### src/rtl/byte_boot_loader.sv
module byte_boot_loader #(
  parameter int EXT_AW     = 14,
  parameter int INT_AW     = 14,
  parameter int PAGE_W     = 8,
  parameter int BOOT_WORDS = 32,
  parameter int MODE_W     = 3,
  parameter logic [MODE_W-1:0] BOOT_CODE = '0
) (
  input  logic              clk,
  input  logic              rst_n,
  input  logic [MODE_W-1:0] boot_mode,
  output logic              mem_rd,
  output logic [PAGE_W-1:0] mem_page,
  output logic [EXT_AW-1:0] mem_addr,
  input  logic [7:0]        mem_data,
  input  logic              mem_ack,
  output logic              pm_we,
  output logic [INT_AW-1:0] pm_addr,
  output logic [23:0]       pm_wdata,
  output logic              hold,
  output logic              done
);

  localparam int CNT_W = $clog2(BOOT_WORDS + 1);
  localparam int BYTES_PER_WORD = 3;

  typedef enum logic [1:0] {S_START, S_FETCH, S_WRITE, S_IDLE} state_t;

  state_t            state;
  logic              boot_sel;
  logic [PAGE_W-1:0] page;
  logic [EXT_AW-1:0] eaddr;
  logic [INT_AW-1:0] iaddr;
  logic [CNT_W-1:0]  wcount;
  logic [1:0]        bcnt;
  logic [23:0]       asm_word;

  always_ff @(posedge clk) begin
    done <= 1'b0;
    if (!rst_n) begin
      boot_sel <= (boot_mode == BOOT_CODE);
      hold     <= (boot_mode == BOOT_CODE);
      state    <= S_START;
      page     <= '0;
      eaddr    <= '0;
      iaddr    <= '0;
      wcount   <= CNT_W'(BOOT_WORDS);
      bcnt     <= '0;
      asm_word <= '0;
    end else begin
      case (state)
        S_START: state <= boot_sel ? S_FETCH : S_IDLE;
        S_FETCH: if (mem_ack) begin
          asm_word <= {asm_word[15:0], mem_data};
          eaddr    <= eaddr + 1'b1;
          if (bcnt == 2'(BYTES_PER_WORD - 1)) begin
            bcnt  <= '0;
            state <= S_WRITE;
          end else begin
            bcnt <= bcnt + 1'b1;
          end
        end
        S_WRITE: begin
          iaddr  <= iaddr + 1'b1;
          wcount <= wcount - 1'b1;
          if (wcount == CNT_W'(1)) begin
            state <= S_IDLE;
            hold  <= 1'b0;
            done  <= 1'b1;
          end else begin
            state <= S_FETCH;
          end
        end
        default: state <= S_IDLE;
      endcase
    end
  end

  assign mem_rd   = (state == S_FETCH);
  assign mem_page = page;
  assign mem_addr = eaddr;
  assign pm_we    = (state == S_WRITE);
  assign pm_addr  = iaddr;
  assign pm_wdata = asm_word;


  write_in_hold_chk: assert property (@(posedge clk) disable iff (!rst_n)
    pm_we |-> hold);


  done_single_chk: assert property (@(posedge clk) disable iff (!rst_n)
    done |=> !done);


  hold_release_chk: assert property (@(posedge clk) disable iff (!rst_n)
    $fell(hold) |-> done);


  addr_wait_chk: assert property (@(posedge clk) disable iff (!rst_n)
    (mem_rd && !mem_ack) |=> $stable(mem_addr));


  other_mode_chk: assert property (@(posedge clk) disable iff (!rst_n)
    !boot_sel |-> (!mem_rd && !pm_we && !hold));


  count_left_chk: assert property (@(posedge clk) disable iff (!rst_n)
    pm_we |-> (wcount != '0));

endmodule

### config.mk
export PLATFORM = sky130hd
export DESIGN_NAME = byte_boot_loader
export DESIGN_NICKNAME = d
export VERILOG_FILES = /design/src/rtl/byte_boot_loader.sv
export SDC_FILE = /design/constraint.sdc
export NUM_CORES = 1
export LEC_CHECK = 0
export BUFFER_PORTS_ARGS = -buffer_cell sky130_fd_sc_hd__buf_2
export CAP_MARGIN = 20
export CORE_UTILIZATION = 40
export CTS_CLUSTER_DIAMETER = 150
export DETAILED_ROUTE_END_ITERATION = 8
export PLACE_DENSITY_LB_ADDON = 0.12
export SLEW_MARGIN = 20
export SYNTH_ARGS = -nofsm -noshare
export SYNTH_HDL_FRONTEND = slang
export SYNTH_SLANG_ARGS = --single-unit
### constraint.sdc
create_clock -name clk -period 1.35 [get_ports clk]
set_input_delay 0 -clock clk [delete_from_list [all_inputs] [get_ports clk]]
set_output_delay 0 -clock clk [all_outputs]
set_load 0.02 [all_outputs]
=== Yosys cells after proc, flatten, opt, wreduce, memory -nomap -nowiden ===
Index checks and enable logic that the tools add are counted.

* Muxes and demuxes: 10
* Reductions and logical operators: 6
* Eq/ne operators: 8
* Add/sub/neg operators: 4

{| class="wikitable"
|+ Operator list
! operator !! number
|-
| $add 14x1->14 const B || 2
|-
| $mux 2 || 5
|-
| $ne 2x1->1 const B || 4
|-
| $reduce_and 2->1 || 4
|-
| $eq 6x1->1 const B || 1
|-
| $pmux 2 s3 || 1
|-
| $sub 6x1->6 const B || 1
|-
| $eq 2x2->1 const B || 2
|-
| $mux 1 || 4
|-
| $logic_not 3->1 || 1
|-
| $add 2x1->2 const B || 1
|-
| $eq 2x1->1 const B || 1
|-
| $logic_not 2->1 || 1
|}

* Register bits after elaboration: 65
* Input bits: 14
* Output and inout bits: 64

=== Depth between registers and ports, before layout ===
Gate-level depths: netlist of run 1.

* Depth after elaboration: 4
* Mapped depth: 6
* Mapped depth without buffers: 5

=== Least setup slack after synthesis of run 1 ===
No wires, ideal clock.

* Path type: register to register
* Start: reg eaddr[2], in the netlist mem_addr[2]
* End: reg eaddr[10], in the netlist mem_addr[10]
* Path buffers: 0
* Stages on the path, launching flop included: 5
* Slack: -0.159 ns
* Required time: 1.291 ns
* Arrival time: 1.450 ns
* Library setup time: 0.059 ns
* Clock period less this slack: 1.509 ns
* Path through: dfxtp_1 -> and4b_4 -> nand4_1 -> or4_1 -> nand2_1

* Cells in the longest elaborated chain, start to end: 1

{| class="wikitable"
|+ Ends and longest elaborated chain
! element !! RTL line !! text
|-
| start, declared || 32 || <nowiki>logic [EXT_AW-1:0] eaddr;</nowiki>
|-
| start signal, assigned || 55 || <nowiki>eaddr <= eaddr + 1'b1;</nowiki>
|-
| $add 14x1->14 || 55 ||
|}

Every way passes these cells.
A chain may end at the register's enable or synchronous reset.

=== Worst setup path after layout of run 1 ===
* Start: reg state[1]
* End: reg eaddr[12], in the netlist mem_addr[12]

* Cells in the longest elaborated chain, start to end: 2

{| class="wikitable"
|+ Ends and longest elaborated chain
! element !! RTL line !! text
|-
| start, declared || 29 || <nowiki>state_t state;</nowiki>
|-
| start signal, assigned || 52 || <nowiki>S_START: state <= boot_sel ? S_FETCH : S_IDLE;</nowiki>
|-
| $eq 2x1->1 || 51 || <nowiki>case (state)</nowiki>
|-
| $reduce_and 2->1 (no source line) || -- ||
|}

Every way passes these cells.

==> summary.txt, run 1 <==
Die
  – # IOs: 78
  – Row Count: 29
  – Core Footprint: around 6500 µm²
  – Chip height: between 80 and 90 µm
  – Initial Utilization: 42.2%
  – Die area: between 7000 and 8000 µm²
  – Chip width: about 85 µm

GRT
  – First-pass GRT wire length: roughly 11000 µm
  – Gr usage total: 18.2%
  – Largest net degree at the start of global routing: 41
  – Congestion Overflow GR: 0
  – Initial antenna violation count: 0
  – Vias in the first global route: ~2300

Route
  – DR WL/cell: between 10 and 15 µm
  – DRT Wirelength: about 6100 µm
  – Number of detailed-route iterations in the first pass: 7
  – 1st-iter DRT viols: 85
  – Drt via density: 4.76
  – Vias post-DR: about 2500
  – Antenna viol nets, final: 0
  – Drc violations: 5

Worst hold path
  – Hold/Removal Path Class: in2reg

Clocking
  – Number of buffers created by CTS: 9
  – Skew-Pair Late Insertion Delay: roughly 340 ps
  – Maximum root-to-sink buffer count: 2
  – H-Tree Depth: 3
  – CTS clk-pin slew, worst paths: around 70 ps
  – Clk sinks: 65
  – Root Buffer: clkbuf_8
  – CTS tree: done

Pwr
  – Combinational power share: 9.6%
  – Clock power frac: 38.0%
  – Leakage: 1.74 nW
  – Internal: between 2 and 3 mW
  – Final Power: between 3 and 4 mW
  – Sw frac: 25.8%
  – Psw: ~1 mW
  – Seq pwr share: 52.4%
  – Peak supply drop: ~0.63 mV
  – Cell Pwr Density: a little under 1000 nW/µm²

Critical path
  – CP arrival: between 1500 and 2000 ps
  – CP Max Fanout: 8
  – CP Capture Type: register
  – Crit Path Class: reg2reg
  – Req. time, crit path: roughly 1600 ps
  – Setup crit start kind: register

Cells and area
  – Area grow syn2layout: 42.8%
  – NumNets Final: approximately 450
  – Number of inserted diodes: 0
  – Layout cells sized above 1: between 30% and 40%
  – Final Instance Area: ~3900 µm²
  – Layout Cells excl Fill: 516

Yosys
  – Synthesis Warnings: 0
  – Average cell area after synthesis: slightly below 9 µm²
  – Distinct cells, synth: 39
  – Seq/Total Area, Yosys: just under 50%
  – Cell Area, Synth: between 2000 and 3000 µm²
  – FF+latch count, synth: 65
  – Synth Instances: between 300 and 400
  – Ys flop type: dfxtp_1
  – Post-synth EDFFs: 2
  – FFs w/ async S/R, synth: 0%

STA
  – Worst Skew: roughly 5.3 ps
  – Final worst setup slack: -31.4 ps
  – # setup viols final: 3
  – Min Clock Period, post-route: between 1000 and 1500 ps
  – Peak Freq: about 0.72 GHz
  – RSZ-0062 raised after global routing: true
  – Final hold violation count: 0
  – Final worst-path cycle share: 102%
  – Final Max Tran Viols: 0

Outcome
  – Failing checks: DRC, setup timing
  – Status: complete, but fails checks

Placed design
  – Post-DP HPWL: 4090 µm
  – IO Port Bufs: slightly below 70
  – Dpl ws: -113 ps
  – Dpl cells: 480
  – Routability Congestion: between 0.7 and 0.8
  – DP Area: between 3000 and 4000 µm²

Flow run
  – Max_cap viols: 0
==> per-layer routing <==
layer | vias up | GRT usage (%) | part of all wire [%]
met5 | - | 0 | 0
met4 | 0 | 6.01 | 1.2
met3 | 11 | 5.01 | 4.3
met2 | 57 | 30.4 | 47
met1 | 1111 | 22.9 | 48
li1 | 1276 | - | -
==> critical path, cell delays in order, from the launching register on <==
cell and delay (ps):
dfxtp_4 360, and4b_4 360, nand2_2 70, or4_4 420, a21oi_2 110
==> layout make-up <==
cell class | instances | area [µm²]
Sequential cell | 65 | 1350
Clock inverter | 5 | 30.0
Timing Repair Buffer | 123 | 840
Multi-Input combinational cell | 228 | 1430
Fill cell | 579 | 2580
Inverter | 7 | 26.3
Clock buffer | 11 | 141
Tap cell | 77 | 96.3
==> worst paths after layout <==
path	slack, ps	endpoint	cells after the start	startpoint
max reg2reg	-30	mem_addr[12]	4	state[1]
min reg2reg	450	pm_wdata[16]	2	pm_wdata[16]
min	30	wcount[5]	3	rst_n
max	-30	mem_addr[12]	4	state[1]
==> kinds of logic after synthesis <==
group                      count (synthesis)  share of synthesized area (%)
DFF                                       65                           48.2
buffers and inverters                     31                           6.30
muxes                                      4                           1.46
xor gates and xnor gates                  26                           8.31
AOI/OAI and AO/OA                         33                           6.53
and+or+nand+nor                          153                           27.2
adders and majority gates                  4                           1.83
other                                      1                          0.137
==> power groups by stage <==
| stage | sequential [mW] | clock [mW] | combinational, mW |
|---|---|---|---|
| floorplan | 2.07 | 0 | 0.202 |
| global placement | 2.05 | 0 | 0.328 |
| detailed placement | 2.05 | 0 | 0.329 |
| CTS | 2.00 | 1.50 | 0.360 |
| global route | 2.01 | 1.60 | 0.406 |
| finish | 2.00 | 1.46 | 0.367 |
==> what timing repair did <==
item                                    CTS  global route
hold buffers                             13             0
buffers inserted                          1             6
cloned                                    0             0
resized for setup                        12            17
pin swaps                                 7             9
hold endpoints to repair                 11             0
endpoints found under the setup margin   11            15
==> through the flow <==
step / setup TNS, ps / util (%) / hold WS (ps)
floorplan: -25.4 / - / 136
global placement: -162 / 52.6 / 241
detailed placement: -332 / 52.6 / 245
CTS: -41.7 / 58.2 / 24.1
global route: -596 / 60.2 / 36.6
finish: -59.2 / 60.2 / 30.9
==> synth_stat cells (3+ instances only) <==
| master | number | area share (%) |
|---|---|---|
| nand3b_1 | 3 | 0.82 |
| nor4_1 | 6 | 1.4 |
| xor2_1 | 13 | 4.2 |
| nand4_1 | 6 | 1.4 |
| nand3_1 | 9 | 1.6 |
| nor2_1 | 30 | 4.1 |
| buf_4 | 9 | 2.5 |
| nand2b_1 | 4 | 0.91 |
| nand2_1 | 69 | 9.5 |
| nor3_1 | 9 | 1.6 |
| xnor2_1 | 13 | 4.2 |
| inv_1 | 7 | 0.96 |
| clkbuf_1 | 6 | 0.82 |
| mux2i_1 | 4 | 1.5 |
| ha_1 | 4 | 1.8 |
| buf_2 | 6 | 1.1 |
| dfxtp_1 | 63 | 46 |
| a21oi_1 | 28 | 5.1 |
==> layout by cell type, fill, tap and decap left out, types with 12 or more instances in the layout <==
cell	count
dlygate4sd3_1	13
dfxtp_2	12
buf_4	37
buf_2	68
xor2_1	13
nand2_1	68
nor2_1	30
a21oi_1	27
dfxtp_1	47
xnor2_1	12
==> flip-flops by register name, summed over array words and instances (netlist names) <==
register  count
hold          1
pm_addr      14
boot_sel      1
mem_addr     14
done          1
wcount        6
pm_wdata     24
bcnt          2
state         2
No activity file was read; power rests on OpenSTA's default activity.
==> inputs of run 2 (changes only) <==
CORE_UTILIZATION = 46   (was 40)
RECOVER_POWER = 50   (was unset)
==> summary.txt, run 2 (synthesis gave the netlist of run 1 again) <==
Clocking
  – Maximum root-to-sink buffer count: 2 (unchanged)
  – H-Tree Depth: 3 (unchanged)
  – Skew-Pair Late Insertion Delay: 340 ps (about the same)
  – CTS clk-pin slew, worst paths: 70 ps (about the same)
  – CTS tree: done (unchanged)
  – Root Buffer: clkbuf_8 (unchanged)
  – Clk sinks: 65 (unchanged)
  – Number of buffers created by CTS: 9 (unchanged)

Route
  – Drc violations: 0 (was 5)
  – Vias post-DR: 2633 (was 2455)
  – Number of detailed-route iterations in the first pass: 4 (was 7)
  – Drt via density: 5.08 (was 4.76)
  – DR WL/cell: 14.2 µm (was 11.9 µm)
  – Antenna viol nets, final: 0 (unchanged)
  – 1st-iter DRT viols: 88 (was 85)
  – DRT Wirelength: 7350 µm (was 6120 µm)

Die
  – # IOs: 78 (unchanged)
  – Initial Utilization: 48.9% (was 42.2%)
  – Chip height: 79.2 µm (was 84.8 µm)
  – Chip width: 79.2 µm (was 84.8 µm)
  – Row Count: 27 (was 29)
  – Die area: 6270 µm² (was 7190 µm²)
  – Core Footprint: 5610 µm² (was 6490 µm²)

STA
  – Peak Freq: 0.676 GHz (was 0.724 GHz)
  – Min Clock Period, post-route: 1480 ps (was 1380 ps)
  – Hold_ws: 36.5 ps (was 30.9 ps)
  – Final hold violation count: 0 (unchanged)
  – Final worst-path cycle share: 110% (was 102%)
  – Final Max Tran Viols: 0 (unchanged)
  – Tightest Pin Transition: between 700 and 800 ps
  – Final worst setup slack: -130 ps (was -31.4 ps)
  – # setup viols final: 39 (was 3)
  – Worst Skew: 9.64 ps (was 5.28 ps)
  – RSZ-0062 raised after global routing: true (unchanged)
  – Slew headroom: about half

Cells and area
  – Sequential cell area: 1350 µm² (about the same)
  – Number of inserted diodes: 0 (unchanged)
  – Max FFs per register: 24 (unchanged)
  – NumNets Final: 459 (was 452)
  – Multi-input logic area: 1620 µm² (was 1430 µm²)
  – Final Instance Area: 4230 µm² (was 3910 µm²)
  – Commonest non-fill, non-tap cells in the layout: nand2_1, dfxtp_1, clkbuf_1 (was nand2_1, buf_2, dfxtp_1)
  – Commonest non-fill, non-tap cell in the layout: nand2_1
  – Area grow syn2layout: 54.5% (was 42.8%)
  – Layout Cells excl Fill: 518 (was 516)
  – Fill cell count: 417 (was 579)
  – Layout cells sized above 1: 39.2% (was 38.0%)

Pwr
  – Clock power frac: 42.3% (was 38.0%)
  – Peak supply drop: 1.04 mV (was 0.626 mV)
  – Final Power: 4.33 mW (was 3.83 mW)
  – Seq pwr share: 46.6% (was 52.4%)
  – Sw frac: 25.4% (was 25.8%)
  – Internal: 3.23 mW (was 2.84 mW)
  – Leakage: 1.80 nW (was 1.74 nW)
  – Cell Pwr Density: 1020 nW/µm² (was 978 nW/µm²)
  – Psw: 1.10 mW (was 0.986 mW)
  – Combinational power share: 11.1% (was 9.6%)

Critical path
  – Crit Path Class: reg2reg (unchanged)
  – Req. time, crit path: 1620 ps (was 1630 ps)
  – CP arrival: 1750 ps (was 1660 ps)
  – CP Capture Type: register (unchanged)
  – Setup crit start kind: register (unchanged)
  – CP Max Fanout: 7 (was 8)

Worst hold path
  – Hold/Removal Path Class: in2reg (unchanged)

GRT
  – Largest net degree at the start of global routing: 32 (was 41)
  – First-pass GRT wire length: 10700 µm (was 10500 µm)
  – Congestion Overflow GR: 0 (unchanged)
  – Gr usage total: 22.0% (was 18.2%)
  – Vias in the first global route: 2401 (was 2325)
  – Initial antenna violation count: 0 (unchanged)

Placed design
  – Routability Congestion: 0.744 (was 0.759)
  – Dpl cells: 471 (was 480)
  – DP Area: 3360 µm² (was 3420 µm²)
  – Post-DP HPWL: 4190 µm (was 4090 µm)
  – IO Port Bufs: 69 (unchanged)
  – Dpl ws: -91.2 ps (was -113 ps)

Outcome
  – Status: complete, but fails checks (unchanged)
  – Failing checks: setup timing (was DRC, setup timing)

Flow run
  – Max_cap viols: 0 (unchanged)
[run 2: timing repair]
action | CTS | global route
pin swaps | 5 | 44
gates cloned | 0 | 5
setup buffers | 6 | 9
hold endpoints to repair | 11 | 0
endpoints found under the setup margin | 9 | 51
resized for setup | 14 | 79
hold buffers | 13 | 0
[run 2: cell type report]
| type | count | share of cell area [%] |
|---|---|---|
| Inverter | 7 | 0.621 |
| Sequential cell | 65 | 31.9 |
| Timing Repair Buffer | 130 | 22.0 |
| Tap cell | 72 | 2.13 |
| Multi-Input combinational cell | 228 | 38.2 |
| Clock inverter | 7 | 2.19 |
| Clock buffer | 9 | 2.93 |
[run 2: power by group through the flow]
stage                     combinational (mW)  sequential [mW]  clock, mW
after floorplan                        0.202             2.07          0
after global placement                 0.318             2.05          0
after detailed placement               0.321             2.05          0
after CTS                              0.367             2.01       1.86
after global routing                   0.515             2.02       1.95
final                                  0.481             2.02       1.83
[run 2: worst paths after layout]
kind         slack (ps)           end    startpoint  cells past startpoint
max                -130       bcnt[1]      state[1]                      6
min                  40     wcount[5]         rst_n                      3
max reg2reg        -130       bcnt[1]      state[1]                      6
min reg2reg         460  pm_wdata[20]  pm_wdata[20]                      2
[run 2: critical path: stages, from the launching register on]
cell and delay, ps:
dfxtp_4 360, buf_6 130, buf_6 110, and3b_4 410, buf_12 160, nand3_2 70, a21oi_1 160
[run 2: stage by stage]
step                utilization (%)  TNS, ps
floorplan                         -    -25.4
global placement               59.8     -143
detailed placement             59.8     -283
CTS                            67.8     -530
global route                   75.5    -4720
finish                         75.5    -2340
[run 2: metal layers]
metal  up-vias  track usage, %  routed length, µm
met5         -               0                  0
met4         0            8.73                 62
met3         6            5.06                307
met2        73            36.8               3810
met1      1259            27.1               3170
li1       1295               -                  -
